$ cat src/rtl/wdog_pkg.sv
package wdog_pkg;
  localparam int unsigned STAGES = 4;
  localparam logic [31:0] UNLOCK_KEY = 32'h50D8_3AA1;
  localparam int unsigned A_KEY  = 0;
  localparam int unsigned A_CFG  = 1;
  localparam int unsigned A_PRE  = 2;
  localparam int unsigned A_FEED = 3;
  localparam int unsigned A_HOLD = 4;
  typedef enum logic [1:0] {
    ACT_NONE = 2'd0,
    ACT_IRQ  = 2'd1,
    ACT_CPU  = 2'd2,
    ACT_SYS  = 2'd3
  } act_e;
endpackage

$ cat src/rtl/wdt_prescaler.sv
module wdt_prescaler #(
  parameter int unsigned PRE_W = 16
) (
  input  logic             clk,
  input  logic             rst_n,
  input  logic             run,
  input  logic             clr,
  input  logic [PRE_W-1:0] div,
  output logic             tick
);
  logic [PRE_W-1:0] cnt_q, cnt_d, lim;

  always_comb begin
    lim  = (div == '0) ? '0 : div - 1'b1;
    tick = run && !clr && (cnt_q >= lim);
    cnt_d = cnt_q;
    if (clr)       cnt_d = '0;
    else if (tick) cnt_d = '0;
    else if (run)  cnt_d = cnt_q + 1'b1;
  end

  always_ff @(posedge clk or negedge rst_n) begin
    if (!rst_n) cnt_q <= '0;
    else        cnt_q <= cnt_d;
  end

  AST_TICK_GAP: assert property (@(posedge clk) disable iff (!rst_n)
    tick |=> (!tick || lim == '0));
endmodule

$ cat src/rtl/wdt_stage_seq.sv
module wdt_stage_seq
  import wdog_pkg::*;
#(
  parameter int unsigned HOLD_W = 32,
  localparam int unsigned SW = $clog2(STAGES)
) (
  input  logic                          clk,
  input  logic                          rst_n,
  input  logic                          enable,
  input  logic                          restart,
  input  logic                          tick,
  input  logic [STAGES-1:0][1:0]        acts,
  input  logic [STAGES-1:0][1:0]        start_acts,
  input  logic [STAGES-1:0][HOLD_W-1:0] holds,
  output logic                          run,
  output logic                          expire,
  output logic [1:0]                    exp_act
);
  logic [SW-1:0]     stage_q, stage_d;
  logic              done_q, done_d;
  logic [HOLD_W-1:0] cnt_q, cnt_d, hold_eff;
  logic [SW:0]       nxt, first;

  function automatic logic [SW:0] pick(input int from, input logic [STAGES-1:0][1:0] a);
    logic [SW:0] r;
    r = '0;
    for (int i = STAGES - 1; i >= 0; i--) begin
      if (i >= from && a[i] != ACT_NONE) r = {1'b1, SW'(i)};
    end
    return r;
  endfunction

  always_comb begin
    run      = enable && !done_q;
    hold_eff = (holds[stage_q] == '0) ? HOLD_W'(1) : holds[stage_q];
    expire   = run && tick && (cnt_q >= hold_eff - 1'b1);
    exp_act  = acts[stage_q];
    nxt      = pick(int'(stage_q) + 1, acts);
    first    = pick(0, start_acts);
    stage_d  = stage_q;
    done_d   = done_q;
    cnt_d    = cnt_q;
    if (restart) begin
      cnt_d   = '0;
      stage_d = first[SW-1:0];
      done_d  = !first[SW];
    end else if (expire) begin
      cnt_d = '0;
      if (nxt[SW]) stage_d = nxt[SW-1:0];
      else         done_d  = 1'b1;
    end else if (run && tick) begin
      cnt_d = cnt_q + 1'b1;
    end
  end

  always_ff @(posedge clk or negedge rst_n) begin
    if (!rst_n) begin
      stage_q <= '0;
      done_q  <= 1'b1;
      cnt_q   <= '0;
    end else begin
      stage_q <= stage_d;
      done_q  <= done_d;
      cnt_q   <= cnt_d;
    end
  end

  AST_CNT_BOUND: assert property (@(posedge clk) disable iff (!rst_n)
    run |-> cnt_q < hold_eff);
  AST_DONE_STICKY: assert property (@(posedge clk) disable iff (!rst_n)
    (done_q && !restart) |=> done_q);
  AST_EXPIRE_ACTIVE: assert property (@(posedge clk) disable iff (!rst_n)
    expire |-> exp_act != ACT_NONE);
endmodule

$ cat src/rtl/wdt_pulse.sv
module wdt_pulse #(
  parameter int unsigned LEN_W = 3,
  localparam int unsigned CW = LEN_W + 4
) (
  input  logic             clk,
  input  logic             rst_n,
  input  logic             fire,
  input  logic [LEN_W-1:0] len,
  output logic             pulse_o
);
  logic [CW-1:0] cnt_q, cnt_d;

  always_comb begin
    cnt_d = cnt_q;
    if (fire)              cnt_d = (CW'(len) + 1'b1) << 3;
    else if (cnt_q != '0)  cnt_d = cnt_q - 1'b1;
  end

  always_ff @(posedge clk or negedge rst_n) begin
    if (!rst_n) cnt_q <= '0;
    else        cnt_q <= cnt_d;
  end

  assign pulse_o = (cnt_q != '0);

  AST_PULSE_MIN: assert property (@(posedge clk) disable iff (!rst_n)
    $rose(pulse_o) |=> pulse_o);
endmodule

$ cat src/rtl/stage_watchdog.sv
module stage_watchdog
  import wdog_pkg::*;
#(
  parameter int unsigned HOLD_W = 32,
  parameter int unsigned PRE_W  = 16,
  parameter int unsigned LEN_W  = 3,
  localparam int unsigned ADDR_W = 3,
  localparam int unsigned DATA_W = 32,
  localparam int unsigned EN_B   = 0,
  localparam int unsigned ACT_B  = 1,
  localparam int unsigned CPUL_B = ACT_B + 2 * STAGES,
  localparam int unsigned SYSL_B = CPUL_B + LEN_W,
  localparam int unsigned UPD_B  = SYSL_B + LEN_W
) (
  input  logic              clk,
  input  logic              rst_n,
  input  logic              wr_en,
  input  logic [ADDR_W-1:0] wr_addr,
  input  logic [DATA_W-1:0] wr_data,
  input  logic              irq_clr,
  output logic              irq_o,
  output logic              cpu_rst_o,
  output logic              sys_rst_o
);
  logic [1:0] rsync_q;
  logic       srst_n;

  always_ff @(posedge clk or negedge rst_n) begin
    if (!rst_n) rsync_q <= 2'b00;
    else        rsync_q <= {rsync_q[0], 1'b1};
  end
  assign srst_n = rsync_q[1];

  logic                          key_q, key_d;
  logic                          sh_en_q, sh_en_d, ac_en_q, ac_en_d;
  logic [STAGES-1:0][1:0]        sh_act_q, sh_act_d, ac_act_q, ac_act_d;
  logic [LEN_W-1:0]              sh_cl_q, sh_cl_d, ac_cl_q, ac_cl_d;
  logic [LEN_W-1:0]              sh_sl_q, sh_sl_d, ac_sl_q, ac_sl_d;
  logic [PRE_W-1:0]              sh_pre_q, sh_pre_d, ac_pre_q, ac_pre_d;
  logic [STAGES-1:0][HOLD_W-1:0] sh_hold_q, sh_hold_d, ac_hold_q, ac_hold_d;
  logic wr_ok, cfg_wr, update, feed, pre_wr, div_clr, restart;
  logic run, tick, expire, irq_set, irq_q, irq_d;
  logic [1:0] exp_act;

  always_comb begin
    wr_ok   = wr_en && key_q && (wr_addr != ADDR_W'(A_KEY));
    cfg_wr  = wr_ok && (wr_addr == ADDR_W'(A_CFG));
    update  = cfg_wr && wr_data[UPD_B];
    feed    = wr_ok && (wr_addr == ADDR_W'(A_FEED));
    pre_wr  = wr_ok && (wr_addr == ADDR_W'(A_PRE));
    div_clr = pre_wr && wr_data[PRE_W];
    restart = update || feed;

    key_d = key_q;
    if (wr_en && wr_addr == ADDR_W'(A_KEY)) key_d = (wr_data == DATA_W'(UNLOCK_KEY));

    sh_en_d  = sh_en_q;
    sh_act_d = sh_act_q;
    sh_cl_d  = sh_cl_q;
    sh_sl_d  = sh_sl_q;
    if (cfg_wr) begin
      sh_en_d = wr_data[EN_B];
      for (int i = 0; i < STAGES; i++) sh_act_d[i] = wr_data[ACT_B + 2 * i +: 2];
      sh_cl_d = wr_data[CPUL_B +: LEN_W];
      sh_sl_d = wr_data[SYSL_B +: LEN_W];
    end
    sh_pre_d = pre_wr ? wr_data[PRE_W-1:0] : sh_pre_q;
    sh_hold_d = sh_hold_q;
    for (int i = 0; i < STAGES; i++) begin
      if (wr_ok && wr_addr == ADDR_W'(A_HOLD + i)) sh_hold_d[i] = wr_data[HOLD_W-1:0];
    end

    ac_en_d   = update ? sh_en_d   : ac_en_q;
    ac_act_d  = update ? sh_act_d  : ac_act_q;
    ac_cl_d   = update ? sh_cl_d   : ac_cl_q;
    ac_sl_d   = update ? sh_sl_d   : ac_sl_q;
    ac_pre_d  = update ? sh_pre_d  : ac_pre_q;
    ac_hold_d = update ? sh_hold_d : ac_hold_q;

    irq_set = expire && (exp_act == ACT_IRQ);
    irq_d   = irq_set || (irq_q && !irq_clr);
  end

  always_ff @(posedge clk or negedge srst_n) begin
    if (!srst_n) begin
      key_q     <= 1'b0;
      sh_en_q   <= 1'b0;
      sh_act_q  <= '0;
      sh_cl_q   <= '0;
      sh_sl_q   <= '0;
      sh_pre_q  <= '0;
      sh_hold_q <= '0;
      ac_en_q   <= 1'b0;
      ac_act_q  <= '0;
      ac_cl_q   <= '0;
      ac_sl_q   <= '0;
      ac_pre_q  <= '0;
      ac_hold_q <= '0;
      irq_q     <= 1'b0;
    end else begin
      key_q     <= key_d;
      sh_en_q   <= sh_en_d;
      sh_act_q  <= sh_act_d;
      sh_cl_q   <= sh_cl_d;
      sh_sl_q   <= sh_sl_d;
      sh_pre_q  <= sh_pre_d;
      sh_hold_q <= sh_hold_d;
      ac_en_q   <= ac_en_d;
      ac_act_q  <= ac_act_d;
      ac_cl_q   <= ac_cl_d;
      ac_sl_q   <= ac_sl_d;
      ac_pre_q  <= ac_pre_d;
      ac_hold_q <= ac_hold_d;
      irq_q     <= irq_d;
    end
  end

  wdt_prescaler #(.PRE_W(PRE_W)) u_pre (
    .clk(clk), .rst_n(srst_n), .run(run), .clr(restart || div_clr),
    .div(ac_pre_q), .tick(tick)
  );

  wdt_stage_seq #(.HOLD_W(HOLD_W)) u_seq (
    .clk(clk), .rst_n(srst_n), .enable(ac_en_q), .restart(restart),
    .tick(tick), .acts(ac_act_q), .start_acts(ac_act_d), .holds(ac_hold_q),
    .run(run), .expire(expire), .exp_act(exp_act)
  );

  wdt_pulse #(.LEN_W(LEN_W)) u_cpu (
    .clk(clk), .rst_n(srst_n), .fire(expire && exp_act == ACT_CPU),
    .len(ac_cl_q), .pulse_o(cpu_rst_o)
  );

  wdt_pulse #(.LEN_W(LEN_W)) u_sys (
    .clk(clk), .rst_n(srst_n), .fire(expire && exp_act == ACT_SYS),
    .len(ac_sl_q), .pulse_o(sys_rst_o)
  );

  assign irq_o = irq_q;

  AST_LOCKED_IGNORED: assert property (@(posedge clk) disable iff (!srst_n)
    (!key_q && wr_en && wr_addr == ADDR_W'(A_CFG)) |=> ($stable(sh_act_q) && $stable(sh_en_q)));
  AST_IRQ_HOLD: assert property (@(posedge clk) disable iff (!srst_n)
    (irq_q && !irq_clr) |=> irq_q);
  AST_IRQ_CLEAR: assert property (@(posedge clk) disable iff (!srst_n)
    (irq_clr && !irq_set) |=> !irq_q);
endmodule

$ cat config.mk
export PLATFORM = sky130hd
export DESIGN_NAME = stage_watchdog
export DESIGN_NICKNAME = d
export VERILOG_FILES = /design/src/rtl/wdog_pkg.sv /design/src/rtl/wdt_prescaler.sv /design/src/rtl/wdt_stage_seq.sv /design/src/rtl/wdt_pulse.sv /design/src/rtl/stage_watchdog.sv
export SDC_FILE = /design/constraint.sdc
export NUM_CORES = 1
export LEC_CHECK = 0
export BUFFER_PORTS_ARGS = -buffer_cell sky130_fd_sc_hd__buf_2
export CAP_MARGIN = 20
export CORE_ASPECT_RATIO = 0.7
export CORE_MARGIN = 2
export CORE_UTILIZATION = 33
export CTS_BUF_LIST = sky130_fd_sc_hd__clkbuf_4 sky130_fd_sc_hd__clkbuf_8
export DETAILED_ROUTE_END_ITERATION = 7
export PLACE_DENSITY = 0.54
export SETUP_SLACK_MARGIN = 0.2
export SYNTH_ARGS = -nofsm -noshare
export SYNTH_HDL_FRONTEND = slang
export SYNTH_HIERARCHICAL = 1
export SYNTH_SLANG_ARGS = --single-unit
$ cat constraint.sdc
create_clock -name clk -period 27.8 [get_ports clk]
set_input_delay 5.56 -clock clk [delete_from_list [all_inputs] [get_ports clk]]
set_output_delay 5.56 -clock clk [all_outputs]
set_load 0.05 [all_outputs]
==> results of run 1 <==
[final timing paths]
path                                              startpoint                          end  slack [ps]  cells after the start
min in group clk                        rsync_q[0]$_DFF_PN0_         rsync_q[1]$_DFF_PN0_         350                      0
worst min register to register          rsync_q[1]$_DFF_PN0_   u_pre/cnt_q[2]$_DFFE_PN0P_         220                      0
worst min-delay path                    rsync_q[1]$_DFF_PN0_   u_pre/cnt_q[2]$_DFFE_PN0P_         220                      0
worst max register to register  u_seq/stage_q[0]$_DFFE_PN0P_   u_cpu/cnt_q[5]$_DFFE_PN0P_       19650                     24
max in group asynchronous                              rst_n         rsync_q[1]$_DFF_PN0_       22990                      1
worst max-delay path                              wr_addr[1]  u_seq/cnt_q[22]$_DFFE_PN0P_       19380                     11
[critical path, cell delays in order]
cell and delay, ps:
buf_2 180, o21ai_0 550, a21oi_1 300, nand2b_1 250
a21oi_1 170, and3b_1 430, nor2_1 150, nor4_1 790
nor3b_1 310, xnor2_1 140, nor3_1 50
[per-stage QoR]
| step | instances | utilization [%] | total power [uW] | hold WS, ps | cell area (sq um) |
|---|---|---|---|---|---|
| 2_1_floorplan | 1923 | - | 572 | 331 | 19000 |
| 3_3_place_gp | 2579 | 34.6 | 594 | 247 | 19700 |
| 3_5_place_dp | 2579 | 34.6 | 594 | 254 | 19700 |
| 4_1_cts | 2691 | 37.1 | 1140 | 233 | 21100 |
| 5_1_grt | 2693 | 37.1 | 1170 | 261 | 21100 |
| 6_report | 2693 | 37.1 | 1130 | 217 | 21100 |
[kinds of logic (layout without fill, tap and decap cells)]
| logic type | Yosys count | in the layout | synth area share [%] |
|---|---|---|---|
| AOI/OAI and AO/OA | 562 | 562 | 17.8 |
| xor gates and xnor gates | 69 | 69 | 3.19 |
| adders and majority gates | 57 | 57 | 3.76 |
| buffers and inverters | 182 | 201 | 4.05 |
| DFF | 372 | 372 | 49.1 |
| muxes | 64 | 64 | 5.87 |
| other | 1 | 2 | 0.0198 |
| and+or+nand+nor | 616 | 616 | 16.2 |
[cells in the final DEF, fill, tap and decap left out, types with 5 or more instances in the layout]
master    instances
a21o_1            6
a21oi_1          41
a31oi_1         292
and3_1            8
buf_2            40
buf_4            27
clkbuf_4         20
clkbuf_8         81
dfrtp_1         368
ha_1             57
inv_1            21
mux2_1           15
mux2_2            5
mux2i_1          10
mux4_1            6
mux4_2           28
nand2_1         208
nand2b_1         14
nand3_1         160
nand4_1          27
nor2_1           42
nor3_1           62
nor3b_1           7
nor4_1           14
nor4b_1           6
o211ai_1          7
o21ai_0         168
or2_2             6
or3_1             9
or4_1             7
xnor2_1          33
xor2_1           36
[final cells by class]
class	count	area (sq um)	area share, %
antenna	1	2.50	0.0119
clock buffer	101	1260	5.99
clock inverter	11	126	0.599
inverter	21	78.8	0.374
multi-input combinational	1369	8940	42.4
sequential	372	9320	44.2
tap	750	938	4.45
timing repair buffer	68	430	2.04
[metal layers]
metal  global-route usage, %  share of wire, %  vias up
li1                        -                 -     7181
met1                    29.0                47     8131
met2                    28.4                43      579
met3                    4.09               7.9       87
met4                    5.33               2.0        0
met5                       0                 0        -
[flip-flops by register name (all words and copies together), names as in the netlist]
signal,flops
irq_o,1
u_cpu/cnt_q,7
ac_en_q,1
ac_hold_q,128
u_seq/done_q,1
u_seq/stage_q,2
ac_cl_q,3
ac_act_q,8
sh_pre_q,16
u_sys/cnt_q,7
rsync_q,2
ac_pre_q,16
key_q,1
u_seq/cnt_q,32
sh_hold_q,128
u_pre/cnt_q,16
ac_sl_q,3
[power groups by stage]
stage	sequential, uW	combinational (uW)	clock [uW]
floorplan	559	12.3	0
global placement	552	41.2	0
detailed placement	552	41.2	0
CTS	543	41.3	560
global route	542	45.0	584
finish	543	41.7	547
==> results.py, run 1 <==
metrics = {
    "logic_synthesis": {
        "synth-edff-count": 0,
        "synthArstFlopShare_pct": 100,
        "synthFlopType": "dfrtp_1",
        "synth_cells": 1923,
        "ys_seq_area_share_pct": 49.1,
        "synth_warnings": 6,
        "yosysTopAreaCell": "dfrtp_1",
        "synth_nets": 2019,
        "netlist_area_sq_um": 19000,
        "syn_avg_cell_area_sq_um": 9.86,
        "ys_seq_elements": 372,
        "netlist.area_leader.share_pct": 49.0,
        "synth_cell_type_count": 74,
        "yosys.cell_count.top_type": "dfrtp_1",
        "synthTopCellsByCount": "dfrtp_1, a31oi_1, nand2_1",
        "ys_top_cells_by_area": "dfrtp_1, a31oi_1, o21ai_0",
    },
    "floorplanning": {
        "die_w_microns": 290,
        "num_rows": 73,
        "dieHeight_microns": 205,
        "start_util_pct": 33.4,
        "die_area_sq_um": 59400,
        "core_area_sq_um": 56800,
        "ioPinCount": 42,
    },
    "sta": {
        "setup_viol": 0,
        "period_minus_slack_ps": 8420,
        "grt_setup_unrepaired": "false",
        "tns_ps": 0,
        "max_slew_margin_pct": 26.7,
        "setup_slack_ps": 19380,
        "drv_slew": 0,
        "finalCritPeriodShare_pct": 30.3,
        "hold_viol": 0,
        "worst_pin_slew_ps": 1100,
        "max_freq_mhz": 119,
        "clock_skew_ps": 41.1,
    },
    "setup_path": {
        "critical_path_class": "input pin to flop",
        "worst_ep_required_time_ps": 28280,
        "crit_path_start_kind": "input pin",
        "crit_fanout": 10,
        "endpoint_kind": "flop",
        "cp_data_arrival_time_ps": 8900,
    },
    "routing": {
        "wire_per_inst_microns": 21.4,
        "detail_route.drc_violations": 0,
        "drt_wl_total_microns": 57700,
        "via_per_inst": 5.93,
        "ant_nets": 0,
        "first_pass_iters": 5,
        "vias": 16000,
        "drt-initial-drc-count": 1739,
    },
    "layout": {
        "syn2layout_area_growth_pct": 11.3,
        "drive_above_1_share_pct": 12.8,
        "num-nets-final": 1994,
        "fillers": 5642,
    },
    "outcome": {
        "outcome": "completed",
    },
    "clocking": {
        "root_buffer": "clkbuf_8",
        "cts.repair.resized": 0,
        "cts_hold_buf": 0,
        "cts_tree": "yes",
        "post-cts-setup-buffers": 0,
        "clkSlewWorstSetupHoldPaths_ps": 60,
        "cts_sinks": 372,
        "cts_buffer_depth": 3,
        "htreeDepth": 3,
        "cts_made_buffers": 66,
        "clock_latency_ps": 650,
    },
    "power_and_ir_drop": {
        "p_switching_uw": 276,
        "switching_share_pct": 24.4,
        "cellPowerDensity_nw_per_um2": 53.6,
        "p_leak_uw": 0.00982,
        "p_comb_share_pct": 3.7,
        "seq_power_share_pct": 48.0,
        "ir_drop_mv": 0.0336,
        "clockPowerShare_pct": 48.4,
        "p_int_uw": 855,
    },
    "hold_path": {
        "min_path_type": "flop to asynchronous set/reset pin",
    },
    "grt": {
        "grt_pass1_wl_microns": 91400,
        "grt_overflow": 0,
        "grt_usage_pct": 19.5,
        "first_global_vias": 15700,
        "antenna_found_initial": 6,
        "grt_max_degree": 97,
    },
    "job": {
        "maxCapViolCount": 0,
    },
    "place": {
        "dp_hpwl_microns": 34500,
        "portBuffers": 41,
        "place_ws_ps": 18770,
        "place_congestion": 0.821,
    },
}
Note: power is estimated with default switching activity, not from simulation.
==> run 2, diff against run 1 <==
Clock period 27.8 ns to 8.8 ns, I/O delays scaled along.
==> run 2 against run 1 <==
  * Global-route usage grew 0.46 points
  * Highest routed layer is now met5
  * Critical path type is now flop to flop
  * Core utilization barely moved
  * Design area increased by 0.10%
  * Largest cell class unchanged
  * Cell count rose by 0.11%
==> results.py, run 2 (synthesized netlist as in run 1, its figures left out) <==
metrics = {
    "layout": {
        "register_area_sq_um": 9320,
        "num-nets-final": 1995,
        "largestRegisters": "ac_hold_q: 128 flops, sh_hold_q: 128 flops, u_seq/cnt_q: 32 flops",
        "syn2layout_area_growth_pct": 11.4,
        "multi_input_area_sq_um": 8940,
        "final_cell_mix": "dfrtp_1, a31oi_1, nand2_1",
        "drive_above_1_share_pct": 12.9,
        "final_common_cell": "dfrtp_1",
        "fillers": 5706,
        "fin_area_sq_um": 21100,
    },
    "setup_path": {
        "cp_slowest_stage_delay_ps": 800,
        "worst_path_most_repeated_cell": "buf_4",
        "critical_path_class": "flop to flop",
        "cp_data_arrival_time_ps": 8380,
        "worst_ep_required_time_ps": 9320,
        "crit_fanout": 21,
        "crit_path_start_kind": "flop",
        "slowest_stage": "dfrtp_2",
        "endpoint_kind": "flop",
    },
    "clocking": {
        "cts.repair.resized": 0,
        "clock_latency_ps": 650,
        "cts_tree": "yes",
        "clkSlewWorstSetupHoldPaths_ps": 60,
        "post-cts-setup-buffers": 0,
        "htreeDepth": 3,
        "cts_hold_buf": 0,
        "cts_buffer_depth": 3,
        "cts_made_buffers": 68,
        "cts_sinks": 372,
        "root_buffer": "clkbuf_8",
    },
    "power_and_ir_drop": {
        "p_leak_uw": 0.00983,
        "cellPowerDensity_nw_per_um2": 169,
        "ir_drop_mv": 0.100,
    },
    "grt": {
        "grt_overflow": 0,
        "grt_util_met3_pct": 4.98,
        "first_global_vias": 15500,
        "grt_usage_pct": 19.9,
        "grt_max_degree": 178,
        "grt_pass1_wl_microns": 93100,
        "use_met2_pct": 27.7,
        "use_met1_pct": 30.2,
        "antenna_found_initial": 4,
        "busiest_layer": "met1",
    },
    "place": {
        "place_ws_ps": 1040,
        "portBuffers": 41,
        "dpl-instance-area_sq_um": 19700,
        "place_congestion": 0.837,
        "dp_hpwl_microns": 35200,
    },
    "routing": {
        "drt-initial-drc-count": 1809,
        "detail_route.drc_violations": 0,
        "vias": 16200,
        "drt_wl_total_microns": 59500,
        "via_per_inst": 6.01,
        "wire_per_inst_microns": 22.1,
        "first_pass_iters": 5,
        "ant_nets": 0,
    },
    "floorplanning": {
        "die_area_sq_um": 59400,
        "num_rows": 73,
        "ioPinCount": 42,
        "dieHeight_microns": 205,
        "start_util_pct": 33.4,
        "core_area_sq_um": 56800,
        "die_w_microns": 290,
    },
    "sta": {
        "period_minus_slack_ps": 7860,
        "setup_slack_ps": 938,
        "clock_skew_ps": 31.5,
        "max_slew_margin_pct": 24.4,
        "hold_viol": 0,
        "grt_setup_unrepaired": "false",
        "worst_pin_slew_ps": 1130,
        "drv_slew": 0,
        "tns_ps": 0,
        "finalCritPeriodShare_pct": 89.3,
        "max_freq_mhz": 127,
        "setup_viol": 0,
    },
    "outcome": {
        "outcome": "completed",
    },
    "hold_path": {
        "min_path_type": "flop to asynchronous set/reset pin",
    },
    "job": {
        "maxCapViolCount": 0,
    },
}
==> run 2: changes by cell type in the layout (fill, tap and decap cells not counted), moves of 2 or more <==
| cell | delta |
|---|---|
| buf_4 | -5 |
| clkbuf_8 | +4 |
| buf_12 | +3 |
| bufinv_16 | -2 |
| diode_2 | +2 |
==> run 2: final cells by class <==
cell class | count | share of cell area (%)
clock buffers | 106 | 6.28
multi-input cells | 1369 | 42.3
diodes | 3 | 0.0355
clock inverters | 8 | 0.272
inverters | 21 | 0.373
flip-flops and latches | 372 | 44.1
repair buffers | 67 | 2.17
well taps | 750 | 4.44
==> run 2: path summary, 6_finish.rpt <==
| kind | start | endpoint | slack (ps) | cells past startpoint |
|---|---|---|---|---|
| min | rsync_q[1]$_DFF_PN0_ | u_cpu/cnt_q[0]$_DFFE_PN0P_ | 250 | 0 |
| min reg2reg | rsync_q[1]$_DFF_PN0_ | u_cpu/cnt_q[0]$_DFFE_PN0P_ | 250 | 0 |
| max reg2reg | u_seq/stage_q[0]$_DFFE_PN0P_ | u_cpu/cnt_q[5]$_DFFE_PN0P_ | 940 | 27 |
| max in group asynchronous | rsync_q[1]$_DFF_PN0_ | ac_hold_q[84]$_DFFE_PN0P_ | 6330 | 2 |
| min in group clk | rsync_q[0]$_DFF_PN0_ | rsync_q[1]$_DFF_PN0_ | 350 | 0 |
| max | u_seq/stage_q[0]$_DFFE_PN0P_ | u_cpu/cnt_q[5]$_DFFE_PN0P_ | 940 | 27 |
==> run 2: per-stage QoR <==
step           hold slack (ps)  utilization [%]  instances  power (uW)
2_1_floorplan              331                -       1923        1810
3_3_place_gp               295             34.7       2577        1880
3_5_place_dp               285             34.7       2578        1880
4_1_cts                    284             37.2       2692        3600
5_1_grt                    303             37.2       2693        3680
6_report                   253             37.2       2696        3560
==> run 2: where the power goes <==
| part | leakage (uW) | internal [uW] | switching [uW] |
|---|---|---|---|
| logic | 0.00397 | 16.3 | 114 |
| registers | 0.00513 | 1710 | 2.93 |
| clock network | 0.000731 | 956 | 762 |
| total | 0.00983 | 2680 | 879 |
==> run 2: routing by layer <==
| metal | routed length, microns | up-vias |
|---|---|---|
| met5 | 13 | - |
| met4 | 1140 | 2 |
| met3 | 4940 | 98 |
| met2 | 25100 | 691 |
| met1 | 28300 | 8259 |
| li1 | - | 7166 |
==> run 2: worst max-delay path: cells and delay by family (launching register included) <==
kind / cells / cell delay [ps]
AO/OA/AOI/OAI: 4 / 780
XOR/XNOR: 1 / 160
flip-flops: 1 / 800
multiplexers: 1 / 290
buffers and inverters: 7 / 1430
AND/OR/NAND/NOR: 12 / 3750
adder cells (fa/ha/maj): 2 / 520
